`src/rtl/txn_trk_pkg.sv`:
```
package txn_trk_pkg;

    // Reported abort causes; the numeric values are visible at the ports.
    typedef enum logic [1:0] {
        CAUSE_NONE     = 2'd0,
        CAUSE_CONFLICT = 2'd1,
        CAUSE_CAPACITY = 2'd2,
        CAUSE_EXPLICIT = 2'd3
    } abort_cause_e;

    // Core-side event codes.
    typedef enum logic [2:0] {
        OP_BEGIN = 3'd0,
        OP_LOAD  = 3'd1,
        OP_STORE = 3'd2,
        OP_END   = 3'd3,
        OP_ABORT = 3'd4
    } core_op_e;

endpackage

```
`src/rtl/txn_line_match.sv`:
```
// Compares one line tag against every valid table entry in parallel.
module txn_line_match #(
    parameter int ENTRIES = 8,
    parameter int TAG_W   = 26,
    parameter int IDX_W   = 3
) (
    input  logic [ENTRIES-1:0]            vld_i,
    input  logic [ENTRIES-1:0][TAG_W-1:0] tag_i,
    input  logic [TAG_W-1:0]              key_i,
    output logic                          hit_o,
    output logic [IDX_W-1:0]              idx_o
);

    logic [ENTRIES-1:0] eq;

    generate
        for (genvar g = 0; g < ENTRIES; g++) begin : g_cmp
            assign eq[g] = vld_i[g] && (tag_i[g] == key_i);
        end
    endgenerate

    always_comb begin
        hit_o = |eq;
        idx_o = '0;
        for (int i = ENTRIES - 1; i >= 0; i--) begin
            if (eq[i]) idx_o = IDX_W'(i);
        end
    end

endmodule

```
`src/rtl/txn_free_pick.sv`:
```
// Chooses the lowest unused table slot and reports when none is left.
module txn_free_pick #(
    parameter int ENTRIES = 8,
    parameter int IDX_W   = 3
) (
    input  logic [ENTRIES-1:0] vld_i,
    output logic               full_o,
    output logic [IDX_W-1:0]   idx_o
);

    always_comb begin
        full_o = &vld_i;
        idx_o  = '0;
        for (int i = ENTRIES - 1; i >= 0; i--) begin
            if (!vld_i[i]) idx_o = IDX_W'(i);
        end
    end

endmodule

```
`src/rtl/txn_line_table.sv`:
```
// Storage for tracked lines: tag, valid, read mark, write mark per slot.
module txn_line_table #(
    parameter int ENTRIES = 8,
    parameter int TAG_W   = 26,
    parameter int IDX_W   = 3
) (
    input  logic                          clk,
    input  logic                          rst_n,
    input  logic                          clear_i,
    input  logic                          upd_i,
    input  logic                          alloc_i,
    input  logic [IDX_W-1:0]              idx_i,
    input  logic [TAG_W-1:0]              tag_i,
    input  logic                          mark_rd_i,
    input  logic                          mark_wr_i,
    output logic [ENTRIES-1:0]            vld_o,
    output logic [ENTRIES-1:0]            rd_o,
    output logic [ENTRIES-1:0]            wr_o,
    output logic [ENTRIES-1:0][TAG_W-1:0] tag_o
);

    logic [ENTRIES-1:0]            vld_d, vld_q;
    logic [ENTRIES-1:0]            rd_d,  rd_q;
    logic [ENTRIES-1:0]            wr_d,  wr_q;
    logic [ENTRIES-1:0][TAG_W-1:0] tag_d, tag_q;

    always_comb begin
        vld_d = vld_q;
        rd_d  = rd_q;
        wr_d  = wr_q;
        tag_d = tag_q;
        if (clear_i) begin
            vld_d = '0;
            rd_d  = '0;
            wr_d  = '0;
        end else if (upd_i) begin
            if (alloc_i) begin
                vld_d[idx_i] = 1'b1;
                tag_d[idx_i] = tag_i;
                rd_d[idx_i]  = mark_rd_i;
                wr_d[idx_i]  = mark_wr_i;
            end else begin
                rd_d[idx_i]  = rd_q[idx_i] | mark_rd_i;
                wr_d[idx_i]  = wr_q[idx_i] | mark_wr_i;
            end
        end
    end

    always_ff @(posedge clk or negedge rst_n) begin
        if (!rst_n) begin
            vld_q <= '0;
            rd_q  <= '0;
            wr_q  <= '0;
            tag_q <= '0;
        end else begin
            vld_q <= vld_d;
            rd_q  <= rd_d;
            wr_q  <= wr_d;
            tag_q <= tag_d;
        end
    end

    assign vld_o = vld_q;
    assign rd_o  = rd_q;
    assign wr_o  = wr_q;
    assign tag_o = tag_q;

endmodule

```
`src/rtl/txn_footprint_tracker.sv`:
```
// Read/write set tracker for one transaction, with a verdict at the outermost end.
module txn_footprint_tracker
    import txn_trk_pkg::*;
#(
    parameter int ADDR_W   = 32,
    parameter int LINE_OFS = 6,
    parameter int ENTRIES  = 8,
    parameter int NEST_W   = 3
) (
    input  logic              clk,
    input  logic              rst_n,
    input  logic              core_valid_i,
    input  logic [2:0]        core_op_i,
    input  logic [ADDR_W-1:0] core_addr_i,
    input  logic              snoop_valid_i,
    input  logic              snoop_write_i,
    input  logic [ADDR_W-1:0] snoop_addr_i,
    output logic              txn_active_o,
    output logic [NEST_W-1:0] nest_depth_o,
    output logic              commit_o,
    output logic              abort_o,
    output logic [1:0]        abort_cause_o
);

    localparam int TAG_W = ADDR_W - LINE_OFS;
    localparam int IDX_W = (ENTRIES > 1) ? $clog2(ENTRIES) : 1;
    localparam logic [NEST_W-1:0] DEPTH_MAX = {NEST_W{1'b1}};
    localparam logic [NEST_W-1:0] DEPTH_ONE = NEST_W'(1);

    typedef struct packed {
        logic [NEST_W-1:0] depth;
        abort_cause_e      pend;
        logic              commit;
        logic              abort;
        abort_cause_e      cause;
    } ctl_t;

    ctl_t ctl_d, ctl_q;

    // Line tags: the offset bits inside a line take no part.
    logic [TAG_W-1:0] core_tag, snp_tag;
    logic [2*LINE_OFS-1:0] unused_ofs;
    assign core_tag   = core_addr_i[ADDR_W-1:LINE_OFS];
    assign snp_tag    = snoop_addr_i[ADDR_W-1:LINE_OFS];
    assign unused_ofs = {core_addr_i[LINE_OFS-1:0], snoop_addr_i[LINE_OFS-1:0]};

    // Table state and control.
    logic [ENTRIES-1:0]            ent_vld, ent_rd, ent_wr;
    logic [ENTRIES-1:0][TAG_W-1:0] ent_tag;
    logic                          tbl_clear, tbl_upd, tbl_alloc;
    logic [IDX_W-1:0]              tbl_idx;
    logic                          mark_rd, mark_wr;

    logic             core_hit, snp_hit, tbl_full;
    logic [IDX_W-1:0] core_idx, snp_idx, free_idx;
    logic             active, snp_conflict;
    logic [ENTRIES-1:0] unused_rd;

    assign unused_rd = ent_rd;

    txn_line_table #(.ENTRIES(ENTRIES), .TAG_W(TAG_W), .IDX_W(IDX_W)) u_table (
        .clk       (clk),
        .rst_n     (rst_n),
        .clear_i   (tbl_clear),
        .upd_i     (tbl_upd),
        .alloc_i   (tbl_alloc),
        .idx_i     (tbl_idx),
        .tag_i     (core_tag),
        .mark_rd_i (mark_rd),
        .mark_wr_i (mark_wr),
        .vld_o     (ent_vld),
        .rd_o      (ent_rd),
        .wr_o      (ent_wr),
        .tag_o     (ent_tag)
    );

    txn_line_match #(.ENTRIES(ENTRIES), .TAG_W(TAG_W), .IDX_W(IDX_W)) u_core_match (
        .vld_i (ent_vld),
        .tag_i (ent_tag),
        .key_i (core_tag),
        .hit_o (core_hit),
        .idx_o (core_idx)
    );

    txn_line_match #(.ENTRIES(ENTRIES), .TAG_W(TAG_W), .IDX_W(IDX_W)) u_snoop_match (
        .vld_i (ent_vld),
        .tag_i (ent_tag),
        .key_i (snp_tag),
        .hit_o (snp_hit),
        .idx_o (snp_idx)
    );

    txn_free_pick #(.ENTRIES(ENTRIES), .IDX_W(IDX_W)) u_free (
        .vld_i  (ent_vld),
        .full_o (tbl_full),
        .idx_o  (free_idx)
    );

    assign active = (ctl_q.depth != '0);

    // Outside writes hit either set; outside reads hit only the write set.
    assign snp_conflict = active && snoop_valid_i && snp_hit &&
                          (snoop_write_i || ent_wr[snp_idx]);

    always_comb begin
        ctl_d        = ctl_q;
        ctl_d.commit = 1'b0;
        ctl_d.abort  = 1'b0;
        ctl_d.cause  = CAUSE_NONE;
        tbl_clear    = 1'b0;
        tbl_upd      = 1'b0;
        tbl_alloc    = 1'b0;
        tbl_idx      = core_idx;
        mark_rd      = 1'b0;
        mark_wr      = 1'b0;

        if (snp_conflict && ctl_q.pend == CAUSE_NONE) begin
            ctl_d.pend = CAUSE_CONFLICT;
        end

        if (core_valid_i) begin
            case (core_op_i)
                OP_BEGIN: begin
                    if (!active) begin
                        ctl_d.depth = DEPTH_ONE;
                        ctl_d.pend  = CAUSE_NONE;
                        tbl_clear   = 1'b1;
                    end else if (ctl_q.depth != DEPTH_MAX) begin
                        ctl_d.depth = ctl_q.depth + DEPTH_ONE;
                    end
                end
                OP_LOAD, OP_STORE: begin
                    if (active) begin
                        mark_rd = (core_op_i == OP_LOAD);
                        mark_wr = (core_op_i == OP_STORE);
                        if (core_hit) begin
                            tbl_upd = 1'b1;
                            tbl_idx = core_idx;
                        end else if (!tbl_full) begin
                            tbl_upd   = 1'b1;
                            tbl_alloc = 1'b1;
                            tbl_idx   = free_idx;
                        end else if (ctl_d.pend == CAUSE_NONE) begin
                            ctl_d.pend = CAUSE_CAPACITY;
                        end
                    end
                end
                OP_END: begin
                    if (active) begin
                        if (ctl_q.depth == DEPTH_ONE) begin
                            ctl_d.depth = '0;
                            tbl_clear   = 1'b1;
                            if (ctl_d.pend != CAUSE_NONE) begin
                                ctl_d.abort = 1'b1;
                                ctl_d.cause = ctl_d.pend;
                            end else begin
                                ctl_d.commit = 1'b1;
                            end
                            ctl_d.pend = CAUSE_NONE;
                        end else begin
                            ctl_d.depth = ctl_q.depth - DEPTH_ONE;
                        end
                    end
                end
                OP_ABORT: begin
                    if (active) begin
                        ctl_d.depth = '0;
                        ctl_d.abort = 1'b1;
                        ctl_d.cause = CAUSE_EXPLICIT;
                        ctl_d.pend  = CAUSE_NONE;
                        tbl_clear   = 1'b1;
                    end
                end
                default: ;
            endcase
        end
    end

    always_ff @(posedge clk or negedge rst_n) begin
        if (!rst_n) begin
            ctl_q.depth  <= '0;
            ctl_q.pend   <= CAUSE_NONE;
            ctl_q.commit <= 1'b0;
            ctl_q.abort  <= 1'b0;
            ctl_q.cause  <= CAUSE_NONE;
        end else begin
            ctl_q <= ctl_d;
        end
    end

    assign txn_active_o  = active;
    assign nest_depth_o  = ctl_q.depth;
    assign commit_o      = ctl_q.commit;
    assign abort_o       = ctl_q.abort;
    assign abort_cause_o = ctl_q.cause;

endmodule

```
`config.mk`:
```
export PLATFORM = sky130hd
export DESIGN_NAME = txn_footprint_tracker
export DESIGN_NICKNAME = d
export VERILOG_FILES = /design/src/rtl/txn_trk_pkg.sv /design/src/rtl/txn_line_match.sv /design/src/rtl/txn_free_pick.sv /design/src/rtl/txn_line_table.sv /design/src/rtl/txn_footprint_tracker.sv
export SDC_FILE = /design/constraint.sdc
export NUM_CORES = 1
export LEC_CHECK = 0
export BUFFER_PORTS_ARGS = -buffer_cell sky130_fd_sc_hd__buf_2
export CAP_MARGIN = 30
export CELL_PAD_IN_SITES_DETAIL_PLACEMENT = 0
export CELL_PAD_IN_SITES_GLOBAL_PLACEMENT = 1
export CORE_UTILIZATION = 35
export CTS_BUF_LIST = sky130_fd_sc_hd__clkbuf_8
export DETAILED_ROUTE_END_ITERATION = 10
export PLACE_DENSITY_LB_ADDON = 0.08
export REMOVE_ABC_BUFFERS = 1
export SLEW_MARGIN = 0
export SYNTH_ARGS = -nofsm -noshare
export SYNTH_HDL_FRONTEND = slang
export SYNTH_SLANG_ARGS = --single-unit
```
`constraint.sdc`:
```
create_clock -name clk -period 8.15 [get_ports clk]
set_input_delay 1.2225 -clock clk [delete_from_list [all_inputs] [get_ports clk]]
set_output_delay 1.2225 -clock clk [all_outputs]
set_load 0.02 [all_outputs]
```
==> impl_results.md, run 1 <==
* Status: completed
* RSZ-0062 raised after global routing: no
* Post-Syn Instances at 1485
* Latest clock arrival within the worst-skew pair at 0.62 ns
* Post-CTS sizing at 0
* # setup viols final at 0
* Async set or reset register ratio after synthesis at 100%
* Hold_buf cts at 0
* Synth Flop Type: dfrtp_1
* Max Slew Vio Count at 0
* Synth warn at 0
* Fin Clk Skew at 0.0339 ns
* Slowest library cell on the worst path: nor2_4
* Area of the die at 46400 um2
* # H-tree levels at 2
* Maximum clock rate at 0.206 GHz
* Layout cells sized above 1 at 23.6%
* Register area at 5830 um2
* Fin nets at 1570
* PwrDens at 228 nW/um2
* DP Worst Slack at 2.73 ns
* First-pass GRT wire length at 86800 um
* Crit path largest cell delay at 0.73 ns
* Via density at 5.62
* Clock-pin slew on the worst setup and hold paths at 0.05 ns
* P_leak at 7.34 nW
* Clock sinks at 233
* Gr ovfl total at 0
* Starting Density at 35.8%
* Worst-case clock buffer depth at 3
* Pwr Total at 3.92 mW
* Area delta synth->final at 7.65%
* Detail Placement HPWL at 39500 um
* Yosys top cell by area: dfrtp_1
* Slew HR at 38.8%
* Fill cell count at 4463
* Drt total wl at 60100 um
* Seq cells post-synth at 233
* Final hold violation count at 0
* Synth top area cells: dfrtp_1 (37%), xnor2_1 (13%), mux2_2 (12%)
* DR vias at 11900
* Peak VDD IR at 0.109 mV
* DR pass1 iterations at 5
* Number of placed cells counting well taps at 2039
* Die height at 216 um
* Post-DRT Antenna Nets at 0
* RD Place Congestion at 0.887
* Multi-input logic area at 9320 um2
* Rows at 77
* Worst setup SP type: primary input
* Post-CTS setup buffers at 0
* CP most frequent cell: nand4_1
* Critical path endpoint category: flop
* 1st-iter DRT viols at 834
* Post-Syn Area at 16000 um2
* Count of input and output buffers at 67
* Number of max-cap violations at 0
* Worst-Margin Slew at 0.916 ns
* Hold/Removal Path Class: flop to flop
* Core area at 44600 um2
* Cts bufs inserted at 44
* GRT Total Usage at 26.1%
* Largest net degree at the start of global routing at 129
* Root buffer cell: clkbuf_8
* Wire per inst at 28.4 um
* Initial antenna violation count at 2
* CP cell instances: buf_2 -> xor2_1 -> or4b_1 -> nor4_1 -> nand4_1 -> nand4_1 -> o21ai_2 -> or2_0 -> nor2_4 -> mux2_2
* Worst hold margin at 0.465 ns
* Sequential-to-total area share from yosys stat at 36.5%
* Top Ports at 80
* Synth top area share at 36.5%
* Post-synth top cells: xnor2_1 (239), dfrtp_1 (233), xor2_1 (180)
* CP Max Fanout at 27
* Netlist cell types at 88
* Tcrit/Tclk final at 59.5%
* Non-Filler Instances at 2112
* Min cycle time layout at 4.85 ns
* Die width at 216 um
* Mean Syn Cell Area at 10.7 um2
* Final TNS setup at 0 ns
* Number of global-route vias before repair at 12100
* Count leader, synth: xnor2_1
* TritonCTS clock tree: done
* Fin worst setup slack at 3.30 ns
* # diodes at 0
* Critical Path RT at 8.63 ns
* Remaining DRCs at 0
* Worst EP arrival at 5.33 ns
* WS Path Type: primary input to flop
* EDFF count, synth at 0
layout by cell type, fill, tap and decap left out, types with 6 or more instances in the layout:
cell type,count
and4_1,6
mux2_2,174
xnor2_1,239
clkbuf_8,53
dfrtp_1,233
xor2_1,180
buf_2,66
o21ai_0,10
a21oi_1,11
nor2_1,51
nand3_1,15
nor4_1,62
nand4_1,134
and3b_1,9
nand2_1,43
inv_1,31
nor3_1,22
or4_1,22
mux2_1,15
mux2_4,19
routing by layer:
layer | up-vias | track usage [%] | wire [um] | share of wire [%]
met1 | 6123 | 36.3 | 27900 | 46
met4 | 0 | 9.74 | 2060 | 3.4
met2 | 304 | 41.7 | 27600 | 46
met5 | - | 0 | 0 | 0
li1 | 5340 | - | - | -
met3 | 97 | 2.75 | 2500 | 4.2
cell type report:
class,instances,share of cell area [%]
Clock buffer,53,4.25
Tap cell,592,4.31
Clock inverter,20,0.452
Inverter,14,0.306
Timing Repair Buffer,74,2.46
Multi-Input combinational cell,1126,54.3
Sequential cell,233,33.9
worst paths after layout:
kind,startpoint,endpoint,slack [ns],depth (start not counted)
worst min register to register,ctl_q[5]$_DFF_PN0_,commit_o$_DFF_PN0_,0.46,1
min in group asynchronous,rst_n,u_table.tag_o[176]$_DFFE_PN0P_,0.70,1
worst min-delay path,ctl_q[5]$_DFF_PN0_,commit_o$_DFF_PN0_,0.46,1
worst max-delay path,core_addr_i[8],u_table.tag_o[118]$_DFFE_PN0P_,3.30,10
max in group asynchronous,rst_n,u_table.tag_o[53]$_DFFE_PN0P_,6.18,2
worst max register to register,u_table.tag_o[206]$_DFFE_PN0P_,u_table.tag_o[118]$_DFFE_PN0P_,4.02,9
cell families after synthesis:
logic type / count (synthesis) / share of synthesized area, %
xor+xnor: 419 / 23.0
mux: 209 / 15.2
simple gates: 423 / 16.3
fa+ha+maj: 5 / 0.392
flops: 233 / 36.5
buf+inv: 126 / 5.03
compound gates: 70 / 3.51
where the power goes:
| group | leakage, nW | internal (mW) | switching, mW |
|---|---|---|---|
| Clock | 0.485 | 0.579 | 0.518 |
| Sequential | 3.14 | 1.37 | 0.254 |
| Combinational | 3.72 | 0.533 | 0.667 |
state kept, by name (all words and copies together) (netlist names):
name	flops
abort_cause_o	2
abort_o	1
commit_o	1
ctl_q	2
nest_depth_o	3
u_table.tag_o	208
u_table.vld_o	8
u_table.wr_o	8
per-stage QoR:
step / utilization (%) / area, um2
2_1_floorplan: - / 15200
3_3_place_gp: 36.7 / 16300
3_5_place_dp: 36.7 / 16400
4_1_cts: 38.5 / 17200
5_1_grt: 38.5 / 17200
6_report: 38.5 / 17200
critical path, delay by kind of cell:
kind | cells | cell delay [ns]
compound gates | 1 | 0.18
simple gates | 6 | 2.77
buf+inv | 1 | 0.48
xor+xnor | 1 | 0.22
mux | 1 | 0.42
Note: power is estimated with default switching activity, not from simulation.
==> run 2: changes to the inputs <==
--- a/config.mk
+++ b/config.mk
@@ -5,6 +5,7 @@
 export SDC_FILE = /design/constraint.sdc
 export NUM_CORES = 1
 export LEC_CHECK = 0
+export ABC_AREA = 1
 export BUFFER_PORTS_ARGS = -buffer_cell sky130_fd_sc_hd__buf_2
 export CAP_MARGIN = 30
 export CELL_PAD_IN_SITES_DETAIL_PLACEMENT = 0
==> constraint.sdc (replaced) <==
create_clock -name clk -period 4.05 [get_ports clk]
set_input_delay 0.6075 -clock clk [delete_from_list [all_inputs] [get_ports clk]]
set_output_delay 0.6075 -clock clk [all_outputs]
set_load 0.02 [all_outputs]
==> impl_results.md, run 2 <==
* Die width at 232 um (+7.5%)
* Worst-Margin Slew at 0.962 ns (+0.0465 ns)
* RD Place Congestion at 1.05 (+18%)
* Core area at 51700 um2 (+16%)
* Non-Filler Instances at 3804 (+80%)
* Worst EP arrival at 3.81 ns (-1.52 ns)
* Hold/Removal Path Class: primary input to asynchronous set/reset pin
* Slew HR at 35.8% (-3.0 points)
* Initial antenna violation count at 7 (+5)
* Die height at 232 um (+7.5%)
* Mean Syn Cell Area at 6.27 um2 (-42%)
* GRT Total Usage at 40.5% (+14 points)
* Max reg flops at 208 (unchanged)
* DR pass1 iterations at 8 (+3)
* Switching Share at 41.4% (+4.7 points)
* 1st-iter DRT viols at 2749 (+230%)
* PwrDens at 419 nW/um2 (+84%)
* Count of input and output buffers at 67 (unchanged)
* Area delta synth->final at 16.4%
* Clock power frac at 31.4% (+3.4 points)
* Number of placed cells counting well taps at 3717 (+82%)
* Fin worst setup slack at 0.832 ns (-2.47 ns)
* Layout cells sized above 1 at 12.1% (-12 points)
* Rows at 83 (+7.8%)
* Critical path endpoint category: flop
* Hold_buf cts at 0 (unchanged)
* Peak VDD IR at 0.226 mV (+110%)
* P_leak at 10.2 nW (+38%)
* Worst hold margin at 0.0223 ns (-0.442 ns)
* Top Ports at 80 (unchanged)
* Root buffer cell: clkbuf_8
* Post-CTS sizing at 0 (unchanged)
* WS Path Type: flop to flop
* Yosys top cell by area: dfrtp_1
* Final TNS setup at 0 ns (unchanged)
* Cts bufs inserted at 49 (+11%)
* Seq cells post-synth at 233 (unchanged)
* Number of global-route vias before repair at 20200 (+68%)
* Synth Flop Type: dfrtp_1
* Latest clock arrival within the worst-skew pair at 0.67 ns (+0.05 ns)
* Post-synth top cells: nand2_1 (1125), inv_1 (297), nor2_1 (271)
* Clock-pin slew on the worst setup and hold paths at 0.06 ns (about the same)
* Pwr Total at 9.01 mW (+130%)
* Detail Placement HPWL at 80300 um (+100%)
* CP Max Fanout at 13 (-52%)
* Post-CTS setup buffers at 0 (unchanged)
* Number of max-cap violations at 0 (unchanged)
* Largest net degree at the start of global routing at 111 (-14%)
* Placed instance area at 20400 um2 (+25%)
* Sequential-to-total area share from yosys stat at 31.6% (-4.9 points)
* # H-tree levels at 2 (unchanged)
* Synth top area cells: dfrtp_1 (32%), nand2_1 (23%), inv_1 (6.0%)
* Clock sinks at 233 (unchanged)
* Post-Syn Instances at 2941 (+98%)
* Min cycle time layout at 3.22 ns
* Synth warn at 0 (unchanged)
* Gr ovfl total at 0 (unchanged)
* Critical Path RT at 4.64 ns (-3.99 ns)
* Worst setup SP type: flop
* Worst-case clock buffer depth at 3 (unchanged)
* # setup viols final at 0 (unchanged)
* DP Worst Slack at 0.398 ns (-2.33 ns)
* RSZ-0062 raised after global routing: no
* Async set or reset register ratio after synthesis at 100% (unchanged)
* Remaining DRCs at 0 (unchanged)
* Int Power at 5.28 mW (+110%)
* Fin Clk Skew at 0.0286 ns (-0.00531 ns)
* Final instance area at 21500 um2 (+25%)
* Starting Density at 35.7% (-0.092 points)
* EDFF count, synth at 0 (unchanged)
* Final Util at 41.5% (+3.0 points)
* P_sw at 3.73 mW (+160%)
* Drt total wl at 108000 um (+80%)
* Wire per inst at 28.4 um (-0.19%)
* Synth top area share at 31.6% (-4.9 points)
* Sequential Power Share at 35.0% (-6.4 points)
* DR vias at 21300 (+79%)
* Logic pwr share at 33.6% (+3.0 points)
* Netlist cell types at 49 (-44%)
* FF-to-FF setup slack at 0.83 ns (-3.19 ns)
* Count leader, synth: nand2_1
* Most frequent cells in the layout: nand2_1 (1124), inv_1 (311), nor2_1 (271)
* Post-DRT Antenna Nets at 0 (unchanged)
* First-pass GRT wire length at 150000 um (+73%)
* Final hold violation count at 0 (unchanged)
* Most common cell after layout, fill and taps aside: nand2_1
* Fin nets at 3165 (+100%)
* Via density at 5.60 (-0.34%)
* Maximum clock rate at 0.311 GHz
* Tcrit/Tclk final at 79.5%
* Post-Syn Area at 18500 um2 (+16%)
* Max Slew Vio Count at 0 (unchanged)
* Area of the die at 53600 um2 (+15%)
* TritonCTS clock tree: done
* Status: completed
run 2: path summary, 6_finish.rpt:
kind | cells past startpoint | startpoint | end
hold / removal | 1 | rst_n | u_table.tag_o[33]$_DFFE_PN0P_
hold reg to reg | 2 | ctl_q[5]$_DFF_PN0_ | ctl_q[5]$_DFF_PN0_
setup / recovery | 20 | nest_depth_o[0]$_DFFE_PN0P_ | u_table.wr_o[7]$_DFFE_PN0P_
max in group asynchronous | 2 | rst_n | u_table.tag_o[185]$_DFFE_PN0P_
setup reg to reg | 20 | nest_depth_o[0]$_DFFE_PN0P_ | u_table.wr_o[7]$_DFFE_PN0P_
min in group clk | 3 | core_valid_i | abort_cause_o[1]$_DFF_PN0_
run 2: cells by family (layout without fill, tap and decap cells):
group,Yosys count,in the layout,synth area share (%)
flops,233,233,31.6
xor+xnor,126,126,5.98
fa+ha+maj,5,5,0.339
buf+inv,454,636,11.0
compound gates,345,345,9.90
other cells,0,1,0
simple gates,1778,1778,41.2
run 2: layout make-up:
type                    instances  area [um2]
flip-flops and latches        233        5830
fillers                      5678       30200
repair buffers                224        1910
clock buffers                  65         895
well taps                     680         851
multi-input cells            2254       10600
diodes                          1        2.50
clock inverters                21         165
inverters                     326        1230
run 2: critical path: stages, from the launching register on:
cell and delay (ns):
dfrtp_1 0.41, inv_1 0.11, ha_1 0.23, nand2_1 0.23, inv_1 0.13, nor2_1 0.18
nand4_1 0.28, nor2_1 0.26, nand3_2 0.14, nand2_1 0.08, inv_1 0.04, nand2_1 0.08
nand2_4 0.17, buf_4 0.20, nand3_2 0.06, nand2_2 0.05, nor2_2 0.14, nand3_4 0.13
nand3_1 0.11, nand2_1 0.07, inv_1 0.05
run 2: per-layer routing:
layer	global-route usage [%]	wire length, um	part of all wire (%)	up-vias
li1	-	-	-	9681
met1	52.0	44000	41	10100
met2	60.2	45100	42	1201
met3	9.58	10600	9.8	327
met4	27.0	8270	7.7	6
met5	0	39	0.036	-
run 2: power by group through the flow:
stage / combinational, mW / clock (mW) / sequential, mW
finish: 3.02 / 2.83 / 3.16
global route: 3.29 / 2.98 / 3.21
CTS: 2.94 / 2.88 / 3.14
detailed placement: 2.93 / 0 / 3.17
global placement: 2.92 / 0 / 3.17
floorplan: 1.73 / 0 / 3.04
